===== config.mk =====
export PLATFORM = sky130hd
export DESIGN_NAME = wide_move_alias
export DESIGN_NICKNAME = d
export VERILOG_FILES = /design/src/rtl/wide_move_alias_pkg.sv /design/src/rtl/wma_fit_rule.sv /design/src/rtl/wma_control.sv /design/src/rtl/wma_datapath.sv /design/src/rtl/wide_move_alias.sv
export SDC_FILE = /design/constraint.sdc
export NUM_CORES = 1
export LEC_CHECK = 0
export ABC_AREA = 1
export BUFFER_PORTS_ARGS = -buffer_cell sky130_fd_sc_hd__buf_2
export CAP_MARGIN = 30
export CORE_AREA = 2 2 39 41
export DETAILED_ROUTE_END_ITERATION = 8
export DIE_AREA = 0 0 41 43
export HOLD_SLACK_MARGIN = 0.12
export SKIP_LAST_GASP = 1
export SYNTH_ARGS = -nofsm -noshare
export SYNTH_HDL_FRONTEND = slang
export SYNTH_SLANG_ARGS = --single-unit

===== constraint.sdc =====
create_clock -name clk -period 4 [get_ports clk]
set_input_delay 0.4 -clock clk [delete_from_list [all_inputs] [get_ports clk]]
set_output_delay 0.4 -clock clk [all_outputs]
set_load 0.1 [all_outputs]

===== src/rtl/wide_move_alias_pkg.sv =====
package wide_move_alias_pkg;
  typedef struct packed {
    logic load;
    logic clear;
  } ctrlStrobe_t;
endpackage


===== src/rtl/wma_fit_rule.sv =====
module wma_fit_rule #(
  parameter int FIELD_W  = 6,
  parameter int HALF_LOG = 4
) (
  input  logic               sizeFlag,
  input  logic               immN,
  input  logic [FIELD_W-1:0] immS,
  input  logic [FIELD_W-1:0] immR,
  output logic               fits
);
  localparam int WIDE   = 1 << FIELD_W;
  localparam int NARROW = WIDE / 2;
  localparam int HALF   = 1 << HALF_LOG;
  localparam logic [FIELD_W:0] HALF_V       = (FIELD_W+1)'(HALF);
  localparam logic [FIELD_W:0] ONES_LIMIT   = (FIELD_W+1)'(HALF - 1);
  localparam logic [FIELD_W:0] WIDE_FLOOR   = (FIELD_W+1)'(WIDE - (HALF - 1));
  localparam logic [FIELD_W:0] NARROW_FLOOR = (FIELD_W+1)'(NARROW - (HALF - 1));

  logic [FIELD_W:0]   sVal, floorS, onesSlack, zerosSlack;
  logic [FIELD_W-1:0] negR;
  logic               shapeOk, onesCase, zerosCase, onesFit, zerosFit;

  always_comb begin
    sVal       = {1'b0, immS};
    negR       = {FIELD_W{1'b0}} - immR;
    shapeOk    = sizeFlag ? immN : ~(immN | immS[FIELD_W-1]);
    floorS     = sizeFlag ? WIDE_FLOOR : NARROW_FLOOR;
    onesCase   = sVal < HALF_V;
    zerosCase  = sVal >= floorS;
    onesSlack  = ONES_LIMIT - sVal;
    zerosSlack = sVal - floorS;
    onesFit    = (FIELD_W+1)'(negR[HALF_LOG-1:0]) <= onesSlack;
    zerosFit   = (FIELD_W+1)'(immR[HALF_LOG-1:0]) <= zerosSlack;
    fits       = shapeOk & (onesCase ? onesFit : (zerosCase & zerosFit));
  end
endmodule


===== src/rtl/wma_control.sv =====
module wma_control
  import wide_move_alias_pkg::*;
#(
  parameter bit REGISTERED = 1'b1
) (
  input  logic        clk,
  input  logic        rst,
  input  logic        inValid,
  output ctrlStrobe_t strobes,
  output logic        outValid
);
  always_comb begin
    strobes.load  = inValid & ~rst;
    strobes.clear = rst;
  end

  generate
    if (REGISTERED) begin : g_reg
      logic validQ;
      always_ff @(posedge clk) begin
        if (strobes.clear) validQ <= 1'b0;
        else               validQ <= strobes.load;
      end
      assign outValid = validQ;
    end else begin : g_comb
      assign outValid = strobes.load;
    end
  endgenerate
endmodule


===== src/rtl/wma_datapath.sv =====
module wma_datapath
  import wide_move_alias_pkg::*;
#(
  parameter bit REGISTERED = 1'b1,
  parameter int FIELD_W    = 6,
  parameter int HALF_LOG   = 4
) (
  input  logic               clk,
  input  ctrlStrobe_t        strobes,
  input  logic               sizeFlag,
  input  logic               immN,
  input  logic [FIELD_W-1:0] immS,
  input  logic [FIELD_W-1:0] immR,
  output logic               movPreferred
);
  logic fits;

  wma_fit_rule #(.FIELD_W(FIELD_W), .HALF_LOG(HALF_LOG)) ruleInst (
    .sizeFlag(sizeFlag),
    .immN    (immN),
    .immS    (immS),
    .immR    (immR),
    .fits    (fits)
  );

  generate
    if (REGISTERED) begin : g_reg
      logic prefQ;
      always_ff @(posedge clk) begin
        if (strobes.clear) prefQ <= 1'b0;
        else               prefQ <= strobes.load & fits;
      end
      assign movPreferred = prefQ;
    end else begin : g_comb
      assign movPreferred = strobes.load & fits;
    end
  endgenerate
endmodule


===== src/rtl/wide_move_alias.sv =====
module wide_move_alias
  import wide_move_alias_pkg::*;
#(
  parameter bit REGISTERED = 1'b1,
  parameter int FIELD_W    = 6,
  parameter int HALF_LOG   = 4
) (
  input  logic               clk,
  input  logic               rst,
  input  logic               inValid,
  input  logic               sizeFlag,
  input  logic               immN,
  input  logic [FIELD_W-1:0] immS,
  input  logic [FIELD_W-1:0] immR,
  output logic               outValid,
  output logic               movPreferred
);
  ctrlStrobe_t strobes;

  wma_control #(.REGISTERED(REGISTERED)) ctrlInst (
    .clk     (clk),
    .rst     (rst),
    .inValid (inValid),
    .strobes (strobes),
    .outValid(outValid)
  );

  wma_datapath #(
    .REGISTERED(REGISTERED),
    .FIELD_W   (FIELD_W),
    .HALF_LOG  (HALF_LOG)
  ) dpInst (
    .clk         (clk),
    .strobes     (strobes),
    .sizeFlag    (sizeFlag),
    .immN        (immN),
    .immS        (immS),
    .immR        (immR),
    .movPreferred(movPreferred)
  );
endmodule


Word level (Yosys, flattened, before mapping):

Cells that the tools add are included.

* register bits: 2
* latch bits: 0
* memory bits (writable): 0
* ROM bits: 0
* input bits: 17
* output and inout bits: 2
* word-level logic and storage cells: 19
* memories: 0

* $add $sub $neg: 3
* multipliers: 0
* divide/modulo/power cells: 0
* order comparisons: 4
* eq/ne operators: 0
* shift operators: 0
* mux-type cells: 3
* bitwise gates (word level): 7
* reduce and logical (&&, ||, !) cells: 0

Operators with widths (count)
* 4-bit by 7-bit less-or-equal comparator with 1-bit output: 2
* 4-bit by 6-bit subtractor with 7-bit output, first input constant: 1
* 6-bit by 6-bit subtractor with 7-bit output: 1
* 6-bit greater-or-equal comparator: 1
* 6-bit by 5-bit less-than comparator with 1-bit output, second input constant: 1
* 6-bit two-way mux: 1
* 1-bit bitwise AND: 4
* 1-bit by 4-bit subtractor with 4-bit output, first input constant: 1
* 1-bit two-way mux: 2
* 1-bit NOT: 2
* 1-bit OR: 1

Depth between registers and ports, before layout:

Gate-level depths: netlist (run 1).

* depth in word-level cells: 7
* gate-level depth with buffers: 11
* gate-level depth less buffers: 11

Hierarchy:

From an unflattened synthesis (run 1), not the netlist that was laid out.

* cell total of the unflattened synthesis: 74
* area total of the unflattened synthesis: 470.5 um2

Modules (own cells, without submodules)
* wma_fit_rule: instances 1, cells an instance 66, area each 401.6 um2, sequential area each 0.0 um2
* wma_control: instances 1, cells an instance 5, area each 38.8 um2, sequential area each 20.0 um2
* wma_datapath: instances 1, cells an instance 3, area each 30.0 um2, sequential area each 20.0 um2

Least setup slack after synthesis (run 1):

No wires, ideal clock.

* kind: input -> register
* start point: input port immS[0]
* end point: register dpInst.g_reg.prefQ (netlist: dpInst.movPreferred)
* setup time: 0.121 ns
* data arrival time: 1.512 ns
* data required time: 3.879 ns
* setup slack: 2.367 ns
* stages on the path: 11
* buffers on the path: 0
* cells stage by stage: inv_1 -> ha_1 -> xnor2_1 -> ha_1 -> nand3_1 -> nand2_1 -> nand2_1 -> a21oi_1 -> nand2_1 -> nand2_1 -> a21oi_2

* longest elaborated chain between the ends: 6
* elaborated cells between the ends (all ways): 10
* those cells by class: add/sub: 2; order compare: 4; mux: 1; bitwise: 3

Ends and longest elaborated chain
* start, declared: line wide_move_alias.sv:13 `input logic [FIELD_W-1:0] immS,`
* 6-bit by 6-bit subtractor with 7-bit output: line wma_fit_rule.sv:31 `zerosSlack = sVal - floorS;`
* 4-bit by 7-bit less-or-equal comparator with 1-bit output: line wma_fit_rule.sv:33 `zerosFit = (FIELD_W+1)'(immR[HALF_LOG-1:0]) <= zerosSlack;`
* 1-bit bitwise AND: line wma_fit_rule.sv:34 `fits = shapeOk & (onesCase ? onesFit : (zerosCase & zerosFit));`
* 1-bit two-way mux (*): line wma_fit_rule.sv:34
* 1-bit bitwise AND (*): line wma_fit_rule.sv:34
* 1-bit bitwise AND (*): line wma_datapath.sv:31 `else prefQ <= strobes.load & fits;`
* end signal, assigned: line wma_datapath.sv:31
* end, declared: line wma_datapath.sv:28 `logic prefQ;`

Mark *: on every way between the ends. The rest lies on a longest branch, timed or not.
A chain may end at the register's enable or synchronous reset.

Final worst setup path (run 1):

Ends and elaborated chain as after synthesis.

==> results.toml, run 1 <==
[critical_path]
criticalPathCategory = "in -> reg"
crit_cells = 12
slowest_stage = "ha_1"
startpoint_type = "primary input"
crit_fanout = 4
cp_cell_sequence = "buf_2 -> inv_1 -> ha_1 -> xnor2_1 -> ha_1 -> nand3_1 -> nand2_1 -> nand2_1 -> a21oi_1 -> nand2_1 -> nand2_1 -> a21oi_2"
path_delay_family = "adder cells"
crit_path_frequent_cell = "nand2_1"
required_ps = 4110
cp_num_buf_inv = 2
cp.arrival_ps = 1770
cp_slowest_stage_delay_ps = 310
worstSetupEndpointType = "flip-flop"

[routing]
dr.pass1.iters = 4
drtAntennaViolNets = 0
drt_iter0_drc = 7
wl_um = 905
remaining_drc_errors = 0
via_per_inst = 4.56
post_drt_wl_per_cell_um = 8.87
num_vias = 465

[synth]
synth_edf_count = 0
syn_area_per_cell_um2 = 6.52
async_flop_share_pct = 0
ys_types = 17
yosysWarnings = 0
synthSimpleGateAreaFrac_pct = 26.1
synth_top_family_by_area = "adder cells"
synth_fa_ha_area_share_pct = 31.5
seq_area_frac_synth_pct = 9.17
netlist.area_leader.share_pct = 31.5
yosys-top-cells-area = "ha_1, nand2_1, inv_1"
ys_ff_latch = 2
syn_nets = 95
synthXorXnorAreaFrac_pct = 6.02
syn-instance-count = 67
ys.flop_type = "dfxtp_1"
synth_compound_area_share_pct = 16.9
synthTopCellsByCount = "nand2_1, inv_1, ha_1"
yosysTopAreaCell = "ha_1"
synth.area.mux_share_pct = 0
yosysMostFrequentCell = "nand2_1"
syn_area_um2 = 437

[power_and_ir_drop]
p_int_w = 0.0000788
total_power_w = 0.000127
swShare_pct = 37.8
max-vdd-ir-drop_mv = 0.0573
p_switching_w = 0.0000479
seqPwrFrac_pct = 16.7
combPwrFrac_pct = 47.0
powerDensity_nw_per_um2 = 226
power_leakage_nw = 0.318
power_frac_clock_pct = 36.3

[final_layout]
fillers = 164
nNetsFinal = 116
drive_above_1_share_pct = 25.6
diodes = 0
syn_to_final_growth_pct = 28.1
final_core_util_pct = 40.4
design_area_um2 = 559

[worst_hold_path]
hp-class = "in -> reg"
min_path_cells = 2

[outcome]
status = "completed"

[timing]
setup_tns_ps = 0
finalSetupViolCount = 0
worst_hold_slack_ps = 337
max_slew_margin_pct = 68.0
slew_violations = 0
rsz0062_at_grt = "no"
final_hold_viol_count = 0
tightest_slew_ps = 483
period_share_pct = 41.4
fmax_ghz = 0.604
fin_crit_ps = 1660

[clocking]
cts_max_level = 1
root_buffer = "clkbuf_4"
cts_resized = 0
cts_tree = "built"
hold_buffers = 0
clkSlewWorstSetupHoldPaths_ps = 30
cts-buffers-inserted = 3
clockBufferDepth = 2
clkSinkCount = 2
post_cts_buffers = 0

[flow_run]
drv_cap = 0

[die]
die_x_um = 41
rows = 14
initial_utilization_pct = 31.6
die_y_um = 43
ios = 19
coreArea_um2 = 1380
dieArea_um2 = 1760

[global_routing]
antenna_found_initial = 0
grt_pass1_wl_um = 1440
grt_pass1_vias = 424
grt_usage_pct = 11.8
grt_max_degree = 7
overflow = 0

[place]
dpl.hpwl_um = 767
gp_congestion = 0.720
portBuffers = 16
dpl_cell_area_um2 = 537
-- cell type report --
class / count / area (um^2) / share of cell area, %
timing repair buffer: 16 / 80.1 / 14.3
clock buffer: 3 / 22.5 / 4.03
multi-input combinational: 53 / 352 / 62.9
sequential: 2 / 40.0 / 7.16
tap: 16 / 20.0 / 3.58
inverter: 12 / 45.0 / 8.05
-- power by group through the flow --
stage | Clock (W) | Sequential, W | Combinational [W]
4_1_cts | 0.0000485 | 0.0000212 | 0.0000602
6_report | 0.0000459 | 0.0000212 | 0.0000596
5_1_grt | 0.0000476 | 0.0000213 | 0.0000682
3_5_place_dp | 0 | 0.0000214 | 0.0000598
3_3_place_gp | 0 | 0.0000214 | 0.0000591
2_1_floorplan | 0 | 0.0000281 | 0.0000352
-- worst paths after layout --
check,start,endpoint
hold / removal,rst,ctrlInst.outValid
setup / recovery,immS[0],dpInst.movPreferred
-- cell families after synthesis --
| group | count (synthesis) |
|---|---|
| flops | 2 |
| buf+inv | 12 |
| fa+ha+maj | 11 |
| compound gates | 13 |
| xor+xnor | 3 |
| simple gates | 26 |
-- sequential cells by signal (all words and copies together), names as in the netlist --
name                 cells
ctrlInst.outValid        1
dpInst.movPreferred      1
-- routing by layer --
metal | track usage (%) | wire length (um) | up-vias
li1 | - | - | 259
met1 | 11.7 | 419 | 192
met2 | 21.6 | 444 | 14
met3 | 0 | 41 | 0
met4 | 8.00 | 0 | 0
met5 | 0 | 0 | -
-- cell usage in the layout, fill, tap and decap left out, types with 2 or more instances in the layout --
| cell type | instances |
|---|---|
| clkbuf_4 | 3 |
| a21oi_1 | 6 |
| o21ai_0 | 4 |
| nor2_1 | 4 |
| xnor2_1 | 3 |
| dfxtp_1 | 2 |
| inv_1 | 12 |
| nand3_1 | 3 |
| nand2_1 | 14 |
| buf_2 | 16 |
| ha_1 | 11 |
-- metrics by stage --
stage                     setup WS (ps)  cells
final                              2340    102
after floorplan                    2370     67
after global placement             2110     99
after CTS                          2350    102
after detailed placement           2120     99
after global routing               2220    102
(Power assumes the default switching activity.)
==> run 2, diff against run 1 <==
ABC_AREA = 0   (was 1)
clock period = 1.6 ns   (was 4 ns; I/O delays follow)
==> run 2 against run 1 <==
  * Critical path depth down 3
  * Final cell count down 3.9%
  * Clock power rose by 150%
  * Core utilization is 2.4 points higher
  * Via count shrank 2.2%
  * Die area stayed put
  * First-iteration DRC count shrank 57%
  * Worst hold slack worse by 160 ps
  * Non-clock buffer count up 5
  * Area after synthesis decreased by 0.86%
  * Setup slack worse by 2100 ps
  * Sequential power is 150% higher
  * Highest routed layer unchanged
==> results.toml, run 2 <==
[outcome]
status = "completed"

[synth]
async_flop_share_pct = 0
ys.flop_type = "dfxtp_1"
yosysMostFrequentCell = "ha_1"
syn-instance-count = 58
synthTopCellsByCount = "ha_1, a21oi_1, inv_1"
yosysTopAreaCell = "ha_1"
seq_area_frac_synth_pct = 9.25
ys_ff_latch = 2
yosysWarnings = 0
syn_area_per_cell_um2 = 7.46
syn_nets = 86
synth_edf_count = 0
yosys-top-cells-area = "ha_1, a21oi_1, xnor2_1"
netlist.area_leader.share_pct = 31.8
syn_area_um2 = 433
ys_types = 19

[clocking]
root_buffer = "clkbuf_4"
clkSlewWorstSetupHoldPaths_ps = 30
cts-buffers-inserted = 3
post_cts_buffers = 0
cts_tree = "built"
hold_buffers = 0
clockBufferDepth = 2
clkSinkCount = 2
cts_max_level = 1
cts_resized = 0

[die]
rows = 14
coreArea_um2 = 1380
ios = 19
die_y_um = 43
dieArea_um2 = 1760
die_x_um = 41
initial_utilization_pct = 31.3

[timing]
final_hold_viol_count = 0
rsz0062_at_grt = "no"
period_share_pct = 83.4
max_slew_margin_pct = 67.8
fmax_ghz = 0.749
slew_violations = 0
fin_crit_ps = 1330
finalSetupViolCount = 0
tightest_slew_ps = 487
setup_tns_ps = 0

[routing]
drt_iter0_drc = 3
dr.pass1.iters = 2
met3WireLength_um = 30
maxUsedRoutingLayer = "met3"
post_drt_wl_per_cell_um = 9.64
met2_length_um = 446
num_vias = 455
remaining_drc_errors = 0
drtAntennaViolNets = 0
wl_um = 945
via_per_inst = 4.64
drt-met1-wl_um = 468

[critical_path]
slowest_stage = "ha_1"
crit_path_start = "immS[0]"
cp_cell_sequence = "buf_2 -> inv_1 -> ha_1 -> xnor2_1 -> ha_1 -> nand2_1 -> o21ai_0 -> nand4b_1 -> a22o_1"
cp_slowest_stage_delay_ps = 290
cp.arrival_ps = 1450
crit_fanout = 3
crit_path_frequent_cell = "ha_1"
criticalPathCategory = "in -> reg"
startpoint_type = "primary input"
required_ps = 1710
worstSetupEndpointType = "flip-flop"

[worst_hold_path]
min_from = "inValid"
hp-class = "in -> reg"

[global_routing]
grt_max_degree = 6
grt_usage_pct = 13.9
grt_pass1_wl_um = 1760
overflow = 0
antenna_found_initial = 0
grt_pass1_vias = 469

[power_and_ir_drop]
power_leakage_nw = 0.304
powerDensity_nw_per_um2 = 548
total_power_w = 0.000325
max-vdd-ir-drop_mv = 0.210

[final_layout]
diodes = 0
layout_commonest_cell = "buf_2"
nNetsFinal = 112
layout_common_cells = "buf_2, ha_1, a21oi_1, inv_1"
drive_above_1_share_pct = 29.3
syn_to_final_growth_pct = 37.0

[place]
dpl.hpwl_um = 808
portBuffers = 16
gp_congestion = 0.781

[flow_run]
drv_cap = 0
==> run 2: kinds of logic after synthesis <==
group           after synthesis  share of synthesized area (%)
xor+xnor                      6                           12.1
buf+inv                       7                           6.07
simple gates                 16                           19.1
flops                         2                           9.25
compound gates               16                           21.7
fa+ha+maj                    11                           31.8
==> run 2: worst paths after layout <==
check / to / slack [ps] / cells after the start
max: dpInst.movPreferred / 270 / 9
min: ctrlInst.outValid / 180 / 3
==> run 2: layer usage <==
layer,global-route usage (%),vias to the layer above
met3,1.57,0
li1,-,257
met5,0,-
met2,20.3,9
met4,6.00,0
met1,19.6,189
==> run 2: power by group <==
group / internal [W] / switching, W
registers: 0.0000526 / 0.000000372
logic: 0.0000708 / 0.0000882
clock network: 0.0000829 / 0.0000301
total: 0.000206 / 0.000119
==> run 2: stage by stage <==
| step | worst slack [ps] | util (%) | cells | hold WS (ps) | area (um^2) |
|---|---|---|---|---|---|
| after floorplan | 213 | - | 58 | 299 | 433 |
| after global placement | 26.1 | 41.2 | 95 | 406 | 571 |
| after detailed placement | 23.1 | 41.2 | 95 | 405 | 571 |
| after CTS | 260 | 42.9 | 98 | 171 | 593 |
| after global routing | 167 | 42.9 | 98 | 199 | 593 |
| final | 266 | 42.9 | 98 | 176 | 593 |
==> run 2: layout make-up <==
class | instances | area, um^2
inverters | 7 | 26.3
well taps | 16 | 20.0
multi-input cells | 49 | 367
fillers | 156 | 791
repair buffers | 21 | 118
flip-flops and latches | 2 | 40.0
clock buffers | 3 | 22.5
==> run 2: critical path, delay by kind of cell <==
kind	cells	cell delay (ps)
adders and majority gates	2	510
AOI/OAI and AO/OA	2	320
buffers and inverters	2	170
and+or+nand+nor	2	160
xor gates and xnor gates	1	130
